**src/rtl/tdm_slot_pkg.sv**
```systemverilog
package tdm_slot_pkg;

  typedef enum logic [1:0] {
    CH_ACTIVE = 2'd0,
    CH_BYPASS = 2'd1,
    CH_IDLE   = 2'd2,
    CH_MUTE   = 2'd3
  } ch_mode_e;

  // Modes in which captured samples go to the processing engine.
  function automatic logic mode_processes(input ch_mode_e m);
    return (m == CH_ACTIVE) || (m == CH_MUTE);
  endfunction

  // Modes in which the serial line may be driven.
  function automatic logic mode_drives(input ch_mode_e m);
    return (m == CH_ACTIVE) || (m == CH_BYPASS);
  endfunction

endpackage

```
**src/rtl/tdm_edge_sync.sv**
```systemverilog
module tdm_edge_sync #(
  parameter int STAGES = 2
) (
  input  logic clk,
  input  logic rst_n,
  input  logic bclk_i,
  input  logic fsync_i,
  input  logic sdi_i,
  output logic rise_p,
  output logic fall_p,
  output logic fsync_s,
  output logic sdi_s
);

  logic [STAGES-1:0][2:0] stg;
  logic                   bclk_q;
  logic [2:0]             last;

  generate
    if (STAGES == 1) begin : g_single
      always_ff @(posedge clk) begin
        if (!rst_n) stg <= '0;
        else        stg <= {bclk_i, fsync_i, sdi_i};
      end
    end else begin : g_chain
      always_ff @(posedge clk) begin
        if (!rst_n) stg <= '0;
        else        stg <= {stg[STAGES-2:0], {bclk_i, fsync_i, sdi_i}};
      end
    end
  endgenerate

  assign last = stg[STAGES-1];

  always_ff @(posedge clk) begin
    if (!rst_n) bclk_q <= 1'b0;
    else        bclk_q <= last[2];
  end

  assign rise_p  = last[2] & ~bclk_q;
  assign fall_p  = ~last[2] & bclk_q;
  assign fsync_s = last[1];
  assign sdi_s   = last[0];

endmodule

```
**src/rtl/tdm_frame_counter.sv**
```systemverilog
module tdm_frame_counter #(
  parameter int SLOTS    = 32,
  parameter int SAMPLE_W = 8,
  localparam int SW      = $clog2(SLOTS),
  localparam int BW      = $clog2(SAMPLE_W)
) (
  input  logic          clk,
  input  logic          rst_n,
  input  logic          rise_p,
  input  logic          fsync_s,
  input  logic          sdi_s,
  output logic [BW-1:0] cur_bit,
  output logic [SW-1:0] cur_slot,
  output logic          bit_stb,
  output logic          bit_dat
);

  localparam logic [BW-1:0] LAST_BIT  = BW'(SAMPLE_W - 1);
  localparam logic [SW-1:0] LAST_SLOT = SW'(SLOTS - 1);

  always_ff @(posedge clk) begin
    if (!rst_n) begin
      // Start on the final position so the first edge lands on bit 0 of slot 0.
      cur_bit  <= LAST_BIT;
      cur_slot <= LAST_SLOT;
      bit_stb  <= 1'b0;
      bit_dat  <= 1'b0;
    end else begin
      bit_stb <= rise_p;
      if (rise_p) begin
        bit_dat <= sdi_s;
        if (fsync_s) begin
          cur_bit  <= '0;
          cur_slot <= '0;
        end else if (cur_bit == LAST_BIT) begin
          cur_bit  <= '0;
          cur_slot <= (cur_slot == LAST_SLOT) ? '0 : cur_slot + 1'b1;
        end else begin
          cur_bit <= cur_bit + 1'b1;
        end
      end
    end
  end

endmodule

```
**src/rtl/tdm_rx_capture.sv**
```systemverilog
module tdm_rx_capture #(
  parameter int SLOTS    = 32,
  parameter int SAMPLE_W = 8,
  localparam int SW      = $clog2(SLOTS),
  localparam int BW      = $clog2(SAMPLE_W)
) (
  input  logic                clk,
  input  logic                rst_n,
  input  logic                bit_stb,
  input  logic                bit_dat,
  input  logic [BW-1:0]       cur_bit,
  input  logic [SW-1:0]       cur_slot,
  input  logic [SW-1:0]       rx_slot,
  output logic                cap_stb,
  output logic [SAMPLE_W-1:0] cap_data
);

  localparam logic [BW-1:0] LAST_BIT = BW'(SAMPLE_W - 1);

  logic [SAMPLE_W-1:0] shreg;
  logic [SAMPLE_W-1:0] shreg_nxt;

  assign shreg_nxt = {shreg[SAMPLE_W-2:0], bit_dat};

  always_ff @(posedge clk) begin
    if (!rst_n) begin
      shreg    <= '0;
      cap_stb  <= 1'b0;
      cap_data <= '0;
    end else begin
      cap_stb <= 1'b0;
      if (bit_stb && (cur_slot == rx_slot)) begin
        shreg <= shreg_nxt;
        if (cur_bit == LAST_BIT) begin
          cap_data <= shreg_nxt;
          cap_stb  <= 1'b1;
        end
      end
    end
  end

endmodule

```
**src/rtl/tdm_sample_path.sv**
```systemverilog
module tdm_sample_path
  import tdm_slot_pkg::*;
#(
  parameter int SAMPLE_W = 8
) (
  input  logic                clk,
  input  logic                rst_n,
  input  ch_mode_e            mode,
  input  logic                cap_stb,
  input  logic [SAMPLE_W-1:0] cap_data,
  output logic [SAMPLE_W-1:0] proc_tdata,
  output logic                proc_tvalid,
  input  logic                proc_tready,
  input  logic [SAMPLE_W-1:0] res_tdata,
  input  logic                res_tvalid,
  output logic                res_tready,
  output logic [SAMPLE_W-1:0] tx_word
);

  logic processing;

  assign processing = mode_processes(mode);
  assign res_tready = 1'b1;

  // Outgoing stream: a newer capture replaces a waiting one.
  always_ff @(posedge clk) begin
    if (!rst_n) begin
      proc_tvalid <= 1'b0;
      proc_tdata  <= '0;
    end else if (!processing) begin
      proc_tvalid <= 1'b0;
    end else if (cap_stb) begin
      proc_tvalid <= 1'b1;
      proc_tdata  <= cap_data;
    end else if (proc_tready) begin
      proc_tvalid <= 1'b0;
    end
  end

  // Word that the next transmit slot will send.
  always_ff @(posedge clk) begin
    if (!rst_n) begin
      tx_word <= '0;
    end else if (mode == CH_BYPASS) begin
      if (cap_stb) tx_word <= cap_data;
    end else if (processing && res_tvalid) begin
      tx_word <= res_tdata;
    end
  end

endmodule

```
**src/rtl/tdm_tx_serializer.sv**
```systemverilog
module tdm_tx_serializer #(
  parameter int SLOTS    = 32,
  parameter int SAMPLE_W = 8,
  localparam int SW      = $clog2(SLOTS),
  localparam int BW      = $clog2(SAMPLE_W)
) (
  input  logic                clk,
  input  logic                rst_n,
  input  logic                fall_p,
  input  logic [BW-1:0]       cur_bit,
  input  logic [SW-1:0]       cur_slot,
  input  logic [SW-1:0]       tx_slot,
  input  logic [SAMPLE_W-1:0] tx_word,
  output logic                sdo,
  output logic                slot_oe
);

  localparam logic [BW-1:0] MSB_IDX = BW'(SAMPLE_W - 1);

  logic [SAMPLE_W-1:0] shreg;

  always_ff @(posedge clk) begin
    if (!rst_n) begin
      shreg   <= '0;
      sdo     <= 1'b0;
      slot_oe <= 1'b0;
    end else if (fall_p) begin
      if (cur_slot == tx_slot) begin
        slot_oe <= 1'b1;
        if (cur_bit == '0) begin
          shreg <= tx_word;
          sdo   <= tx_word[SAMPLE_W-1];
        end else begin
          sdo <= shreg[MSB_IDX - cur_bit];
        end
      end else begin
        slot_oe <= 1'b0;
      end
    end
  end

endmodule

```
**src/rtl/tdm_slot_channel.sv**
```systemverilog
module tdm_slot_channel
  import tdm_slot_pkg::*;
#(
  parameter int SLOTS       = 32,
  parameter int SAMPLE_W    = 8,
  parameter int SYNC_STAGES = 2
) (
  input  logic                      clk,
  input  logic                      rst_n,
  input  logic                      bclk_i,
  input  logic                      fsync_i,
  input  logic                      sdi_i,
  output logic                      sdo_o,
  output logic                      sdo_oe_o,
  input  logic [1:0]                mode_i,
  input  logic [$clog2(SLOTS)-1:0]  in_slot_i,
  input  logic [$clog2(SLOTS)-1:0]  out_slot_i,
  input  logic                      hw_mode_i,
  input  logic                      cfg_busy_i,
  output logic [SAMPLE_W-1:0]       proc_tdata_o,
  output logic                      proc_tvalid_o,
  input  logic                      proc_tready_i,
  input  logic [SAMPLE_W-1:0]       res_tdata_i,
  input  logic                      res_tvalid_i,
  output logic                      res_tready_o
);

  localparam int SW = $clog2(SLOTS);
  localparam int BW = $clog2(SAMPLE_W);

  ch_mode_e            mode;
  logic                rise_p, fall_p, fsync_s, sdi_s;
  logic [BW-1:0]       cur_bit;
  logic [SW-1:0]       cur_slot;
  logic                bit_stb, bit_dat;
  logic [SW-1:0]       rx_slot, tx_slot;
  logic                cap_stb;
  logic [SAMPLE_W-1:0] cap_data;
  logic [SAMPLE_W-1:0] tx_word;
  logic                slot_oe;

  assign mode    = ch_mode_e'(mode_i);
  assign rx_slot = hw_mode_i ? '0 : in_slot_i;
  assign tx_slot = hw_mode_i ? '0 : out_slot_i;

  tdm_edge_sync #(.STAGES(SYNC_STAGES)) u_sync (
    .clk(clk), .rst_n(rst_n), .bclk_i(bclk_i), .fsync_i(fsync_i), .sdi_i(sdi_i),
    .rise_p(rise_p), .fall_p(fall_p), .fsync_s(fsync_s), .sdi_s(sdi_s)
  );

  tdm_frame_counter #(.SLOTS(SLOTS), .SAMPLE_W(SAMPLE_W)) u_cnt (
    .clk(clk), .rst_n(rst_n), .rise_p(rise_p), .fsync_s(fsync_s), .sdi_s(sdi_s),
    .cur_bit(cur_bit), .cur_slot(cur_slot), .bit_stb(bit_stb), .bit_dat(bit_dat)
  );

  tdm_rx_capture #(.SLOTS(SLOTS), .SAMPLE_W(SAMPLE_W)) u_rx (
    .clk(clk), .rst_n(rst_n), .bit_stb(bit_stb), .bit_dat(bit_dat),
    .cur_bit(cur_bit), .cur_slot(cur_slot), .rx_slot(rx_slot),
    .cap_stb(cap_stb), .cap_data(cap_data)
  );

  tdm_sample_path #(.SAMPLE_W(SAMPLE_W)) u_path (
    .clk(clk), .rst_n(rst_n), .mode(mode), .cap_stb(cap_stb), .cap_data(cap_data),
    .proc_tdata(proc_tdata_o), .proc_tvalid(proc_tvalid_o), .proc_tready(proc_tready_i),
    .res_tdata(res_tdata_i), .res_tvalid(res_tvalid_i), .res_tready(res_tready_o),
    .tx_word(tx_word)
  );

  tdm_tx_serializer #(.SLOTS(SLOTS), .SAMPLE_W(SAMPLE_W)) u_tx (
    .clk(clk), .rst_n(rst_n), .fall_p(fall_p), .cur_bit(cur_bit), .cur_slot(cur_slot),
    .tx_slot(tx_slot), .tx_word(tx_word), .sdo(sdo_o), .slot_oe(slot_oe)
  );

  assign sdo_oe_o = slot_oe & mode_drives(mode) & ~cfg_busy_i;

endmodule

```
**config.mk**
```make
export PLATFORM = sky130hd
export DESIGN_NAME = tdm_slot_channel
export DESIGN_NICKNAME = d
export VERILOG_FILES = /design/src/rtl/tdm_slot_pkg.sv /design/src/rtl/tdm_edge_sync.sv /design/src/rtl/tdm_frame_counter.sv /design/src/rtl/tdm_rx_capture.sv /design/src/rtl/tdm_sample_path.sv /design/src/rtl/tdm_tx_serializer.sv /design/src/rtl/tdm_slot_channel.sv
export SDC_FILE = /design/constraint.sdc
export NUM_CORES = 1
export LEC_CHECK = 0
export ABC_AREA = 1
export BUFFER_PORTS_ARGS = -buffer_cell sky130_fd_sc_hd__buf_2
export CAP_MARGIN = 20
export CORE_MARGIN = 3
export CORE_UTILIZATION = 57
export DETAILED_ROUTE_END_ITERATION = 7
export HOLD_SLACK_MARGIN = 0.12
export PLACE_DENSITY = 0.79
export SKIP_LAST_GASP = 1
export SYNTH_ARGS = -nofsm -noshare
export SYNTH_HDL_FRONTEND = slang
export SYNTH_HIERARCHICAL = 1
export SYNTH_SLANG_ARGS = --single-unit
```
**constraint.sdc**
```tcl
create_clock -name clk -period 1.8 [get_ports clk]
set_input_delay 0.09 -clock clk [delete_from_list [all_inputs] [get_ports clk]]
set_output_delay 0.09 -clock clk [all_outputs]
set_load 0.02 [all_outputs]
```
==> results of run 1 <==
## cell families after synthesis
family          share of synthesized area [%]
buf+inv                                 10.79
compound gates                          5.947
fa+ha+maj                               2.124
flops                                   40.78
other cells                            0.1273
simple gates                            40.23
## worst paths after layout
| path | from | end | slack (ps) | cells past startpoint |
|---|---|---|---|---|
| max | u_cnt/cur_slot[0] | u_rx/cap_data[1] | 240 | 7 |
| min reg2reg | u_sync/stg[0] | u_sync/last[0] | 420 | 2 |
| min | res_tvalid_i | u_path/tx_word[2] | 220 | 5 |
| max reg2reg | u_cnt/cur_slot[0] | u_rx/cap_data[1] | 240 | 7 |
## cell usage after synthesis
cell and number:
o21ai_1 1, nor2_4 6, nand4_1 2, nor2_1 78, nand3_4 2, buf_2 1
clkinv_4 1, inv_1 65, a21oi_1 12, nand3_2 1, nand2_1 126, buf_4 2
buf_6 2, buf_1 1, nor3_1 1, ha_1 5, nand2_2 4, o21ai_0 17
inv_2 5, conb_1 1, nand3b_1 1, nor2_2 4, nor3_4 1, nand2_4 4
dfxtp_1 60, o31ai_1 1, a21oi_2 2, nand3_1 34
## layer usage
metal | track usage, % | part of all wire [%]
met5 | 0 | 0
met4 | 7.295 | 1.3
met2 | 40.24 | 50
met3 | 7.077 | 4.7
met1 | 27.42 | 44
## worst max-delay path, cell delays in order, from the launching register on
cell	delay, ps
dfxtp_1	500
nor2_1	110
nor2_2	200
nand2_2	90
nor2_4	230
nand2_1	180
nand3_1	100
nand2_1	50
## sequential cells by signal (all words and copies together) (netlist names), 3 cells and up
signal and cells:
u_cnt/cur_slot 5, u_rx/cap_data 8, u_cnt/cur_bit 3, u_rx/shreg 7
u_path/proc_tdata 8, u_path/tx_word 8, u_tx/shreg 8, u_sync/stg 3
u_sync/last 3
## what timing repair did
item	CTS	global route
endpoints found under the hold margin	13	0
hold buffers	13	0
resized for setup	0	0
## area by class of cell
class                      count  area share (%)
clock buffer                   9           3.531
multi-input combinational    303           40.66
sequential                    60           34.24
clock inverter                 7           1.534
timing repair buffer          55           9.914
inverter                      71           7.739
tap                           67           2.389
## through the flow
step	instance area [um2]	utilization, %	total power, W	hold WS, ps	worst slack [ps]
finish	3508	72.36	0.002773	224.6	241.2
global route	3508	72.36	0.002907	253.0	99.33
CTS	3508	72.36	0.002788	207.1	241.2
detailed placement	3201	66.01	0.001713	274.3	258.5
global placement	3201	66.01	0.001706	269.9	302.3
floorplan	2945	-	0.001630	158.7	456.7
## power breakdown
part	switching, W	total [W]	internal (W)
Combinational	0.000191	0.000319	0.000128
Sequential	0.0000332	0.00139	0.00136
Clock	0.000560	0.00106	0.000501
==> impl_results.md, run 1 <==
* Seq/Total Area, Yosys at 40.78%
* Critical path launch point type: register
* Hold crit path type: in2reg
* Arrival @ worst endpoint at 1800 ps
* Post-Synthesis Cells at 440
* Post-synthesis register bit count at 60
* Layout cells sized above 1 at around 17%
* Fill count at about 400
* WL per Instance at 11.21 um
* Final setup violation count at 0
* Final Skew at just under 7 ps
* Minimum clock period at 1559 ps
* Most common cell after layout, fill and taps aside: nand2_1
* Die Y at 77.89 um
* Most frequent cells in the layout: 126 x nand2_1, 78 x nor2_1, 65 x inv_1
* Antenna-violating nets left at 0
* Setup tns final at 0 ps
* DR pass1 iterations at 6
* Vias at 2,792
* FP Rows at 25
* Initial antenna violation count at 0
* Total core area at 0.004848 mm2
* Slew Limit Fails at 0
* Cell taking the most area after synthesis: dfxtp_1
* Pwr per Cell Area at 790.3 mW/mm2
* Mapped cell area at 0.002945 mm2
* Fin. Hold Viols at 0
* Largest net degree at the start of global routing at 25
* Crit-path max FO at 12
* Post-synth top area share at 40.78%
* Total GRT Usage at 23.28%
* Max rail drop VDD at 678.9 uV
* PortBufs at 39
* Crit Path Class: reg2reg
* Area contributors post-synth: dfxtp_1 41%, nand2_1 16%, nor2_1 9.9%
* Initial Util at 60.75%
* CTS root buf: clkbuf_8
* Leakage at between 1.5 and 2 nW
* Clock slew seen by the registers of the worst setup and hold paths at around 70 ps
* Multi-input logic area at 0.001426 mm2
* Placed cell count at 543
* WP data required at 2040 ps
* Io pins at 41
* Final Cycle Share at between 80% and 90%
* DRC at 0
* Final net count at 534
* CTS HTree Levels at 3
* Fmax at 641.5 MHz
* Die Area at 0.006066 mm2
* Status: completed
* Vias per inst at 4.881
* Skew-Pair Late Insertion Delay at 340 ps
* Synth warnings at 6
* Sequential Area at 0.001201 mm2
* Post-CTS setup buffer count at 0
* Global-route wire length before repair at 11,360 um
* # Max-Cap Violations at 0
* Syn Nets at between 400 and 500
* # diodes at 0
* Unrepaired setup endpoints after global routing: no
* Filler-free cell count of the finished design at 572
* Overflow after GRT at 0
* Syn Area/Cell at 6.694 um2
* CTS tree: built
* CTS Buffer Depth at 2
* Final HPWL DP at 4430 um
* Vias in the first global route at between 2,000 and 3,000
* Layout area overhead at 19.12%
* Die Wd at around 80 um
* Clock sinks at 60
* Final WL at 6412 um
* 1st-iter DRT viols at 111
* CP Capture Type: register
* Netlist cell types at 28
* Cts bufs inserted at 9
* Gpl congestion at 0.8552
(Power assumes the default switching activity.)
==> run 2: changes to the inputs <==
- CORE_MARGIN: 3 -> not set
- PLACE_DENSITY: 0.79 -> 0.86
- SLEW_MARGIN: not set -> 20
==> run 2 against run 1 <==
Compared with the run above:
- via count grew 2.4%
- cell area grew 1.5%
- hold slack lost 62 ps
- clock-buffer cell count grew 3
- critical path depth grew 2
- non-clock buffer count is the same
- critical endpoint is now u_rx/cap_data[3]
==> impl_results.md, run 2 (synthesis gave the netlist of run 1 again) <==
* Status: completed
* WL per Instance at 11.82 um (+5.5%)
* Hold Startpoint: res_tdata_i[0]
* FP Rows at 25 (unchanged)
* Leakage at 1.850 nW (+2.1%)
* Crit Path Class: reg2reg
* WP data required at 2030 ps (about the same)
* DR pass1 iterations at 5 (-1)
* Clock slew seen by the registers of the worst setup and hold paths at 70 ps (about the same)
* Total GRT Usage at 27.28% (+4.0 points)
* Initial antenna violation count at 0 (unchanged)
* Vias in the first global route at 2,668 (-0.52%)
* Vias per inst at 5.007 (+2.6%)
* Global-route wire length before repair at 11,240 um (-1.1%)
* Placed cell count at 544 (+0.18%)
* Minimum clock period at 1583 ps (+24.66 ps)
* Fin. Hold Viols at 0 (unchanged)
* Die Y at 73.89 um (-5.1%)
* Reg2reg setup slack at 220 ps (-20 ps)
* Final WL at 6752 um (+5.3%)
* Sequential share of power at 44.7% (-5.5 points)
* Post-layout util at 73.47% (+1.1 points)
* Clock sinks at 60 (unchanged)
* # Max-Cap Violations at 0 (unchanged)
* Vias at 2,859 (+2.4%)
* Most frequent cells in the layout: 126 x nand2_1, 78 x nor2_1, 65 x inv_1
* Skew-Pair Late Insertion Delay at 340 ps (about the same)
* CTS HTree Levels at 3 (unchanged)
* Final Skew at 10.11 ps (+3.262 ps)
* Layout cells sized above 1 at 17.46% (+0.035 points)
* CTS Buffer Depth at 2 (unchanged)
* Io pins at 41 (unchanged)
* Overflow after GRT at 0 (unchanged)
* Layout area overhead at 20.94%
* Max rail drop VDD at 746.6 uV (+10%)
* Final HPWL DP at 4433 um (about the same)
* Largest net degree at the start of global routing at 26 (+4.0%)
* Fill count at 401 (unchanged)
* Slew Limit Fails at 0 (unchanged)
* DRC at 0 (unchanged)
* Critical path launch point type: register
* Die Wd at 73.89 um (-5.1%)
* Pwr per Cell Area at 874.2 mW/mm2 (+11%)
* Clock power share at 44.6% (+6.3 points)
* Psw at 0.0007381 W (-5.9%)
* WHS Path Cells at 5 (unchanged)
* Total core area at 0.004848 mm2 (unchanged)
* Total power at 0.003114 W (+12%)
* Arrival @ worst endpoint at 1810 ps (about the same)
* Hold crit path type: in2reg
* Top sig layer: met4
* M1 wire length at 2876 um (+1.4%)
* Setup tns final at 0 ps (unchanged)
* CTS root buf: clkbuf_8
* Met2 WL at 3344 um (+4.9%)
* Reg2reg start: u_cnt/cur_slot[1]
* Worst Hold End: u_path/tx_word[0]
* Gpl congestion at 0.8675 (+1.4%)
* 1st-iter DRT viols at 197 (+77%)
* Cts bufs inserted at 9 (unchanged)
* Final Cycle Share at 87.97% (+1.4 points)
* Fmax at 631.5 MHz (-1.6%)
* Met3 WL at 365 um (+20%)
* Crit-path max FO at 12 (unchanged)
* R2R depth at 9 (+2)
* CP Capture Type: register
* Sw frac at 23.70% (-4.6 points)
* Pint at 0.002376 W (+19%)
* Most common cell after layout, fill and taps aside: nand2_1
* PortBufs at 39 (unchanged)
* Final net count at 534 (unchanged)
* R2R Path End: u_rx/cap_data[3]
* Initial Util at 60.75% (unchanged)
* Filler-free cell count of the finished design at 571 (-0.17%)
* # diodes at 0 (unchanged)
* Gate power share at 10.6% (-0.9 points)
* Final setup violation count at 0 (unchanged)
* CTS tree: built
* Unrepaired setup endpoints after global routing: no
* Die Area at 0.005459 mm2 (-10%)
* Antenna-violating nets left at 0 (unchanged)
run 2: area by class of cell:
class | count | area, um2 | share of cell area [%]
well taps | 67 | 83.83 | 2.353
inverters | 71 | 271.5 | 7.622
repair buffers | 55 | 345.3 | 9.694
clock buffers | 12 | 165.2 | 4.636
multi-input cells | 303 | 1426 | 40.04
clock inverters | 3 | 68.82 | 1.932
flip-flops and latches | 60 | 1201 | 33.72
run 2: worst max-delay path, cell delays in order, from the launching register on:
cell and delay (ps):
dfxtp_1 490, inv_1 70, nand2_1 60, nand2_1 80, nor2_4 130, nand2_2 80
nor2_4 230, nand2_1 180, nand3_1 100, nand2_1 50
run 2: power groups by stage:
stage | logic [W] | clock network, W | registers [W]
2_1_floorplan | 0.000217 | 0 | 0.00141
3_3_place_gp | 0.000287 | 0 | 0.00142
3_5_place_dp | 0.000295 | 0 | 0.00142
4_1_cts | 0.000321 | 0.00141 | 0.00139
5_1_grt | 0.000372 | 0.00147 | 0.00140
6_report | 0.000331 | 0.00139 | 0.00139
run 2: repair_timing:
item                                   4_1_cts  5_1_grt
endpoints found under the hold margin       16        0
hold buffers                                12        0
setup buffers                                0        0
gates resized for setup                      0        0
run 2: stage by stage:
step	area (um2)	worst slack [ps]	hold WS, ps
after floorplan	2945	456.7	158.7
after global routing	3562	82.29	167.7
after CTS	3562	232.9	133.1
after global placement	3208	305.4	271.4
after detailed placement	3208	222.4	276.0
final	3562	216.5	163.0
run 2: worst max path at each step:
stage	endpoint	depth (start not counted)	startpoint	slack, ps
2_1_floorplan	u_cnt/cur_slot[3]	7	u_cnt/cur_bit[0]	460
3_3_place_gp	u_rx/cap_data[1]	7	u_cnt/cur_slot[0]	310
3_5_place_dp	u_rx/cap_data[3]	9	u_cnt/cur_slot[3]	220
4_1_cts	u_rx/cap_data[3]	9	u_cnt/cur_slot[3]	230
5_1_grt	u_rx/cap_data[3]	9	u_cnt/cur_slot[3]	80
6_report	u_rx/cap_data[3]	9	u_cnt/cur_slot[1]	220
run 2: routing by layer:
layer / up-vias / track usage [%]
met2: 101 / 45.97
met1: 1274 / 32.48
met4: 0 / 12.82
met5: - / 0
met3: 22 / 6.722
li1: 1462 / -
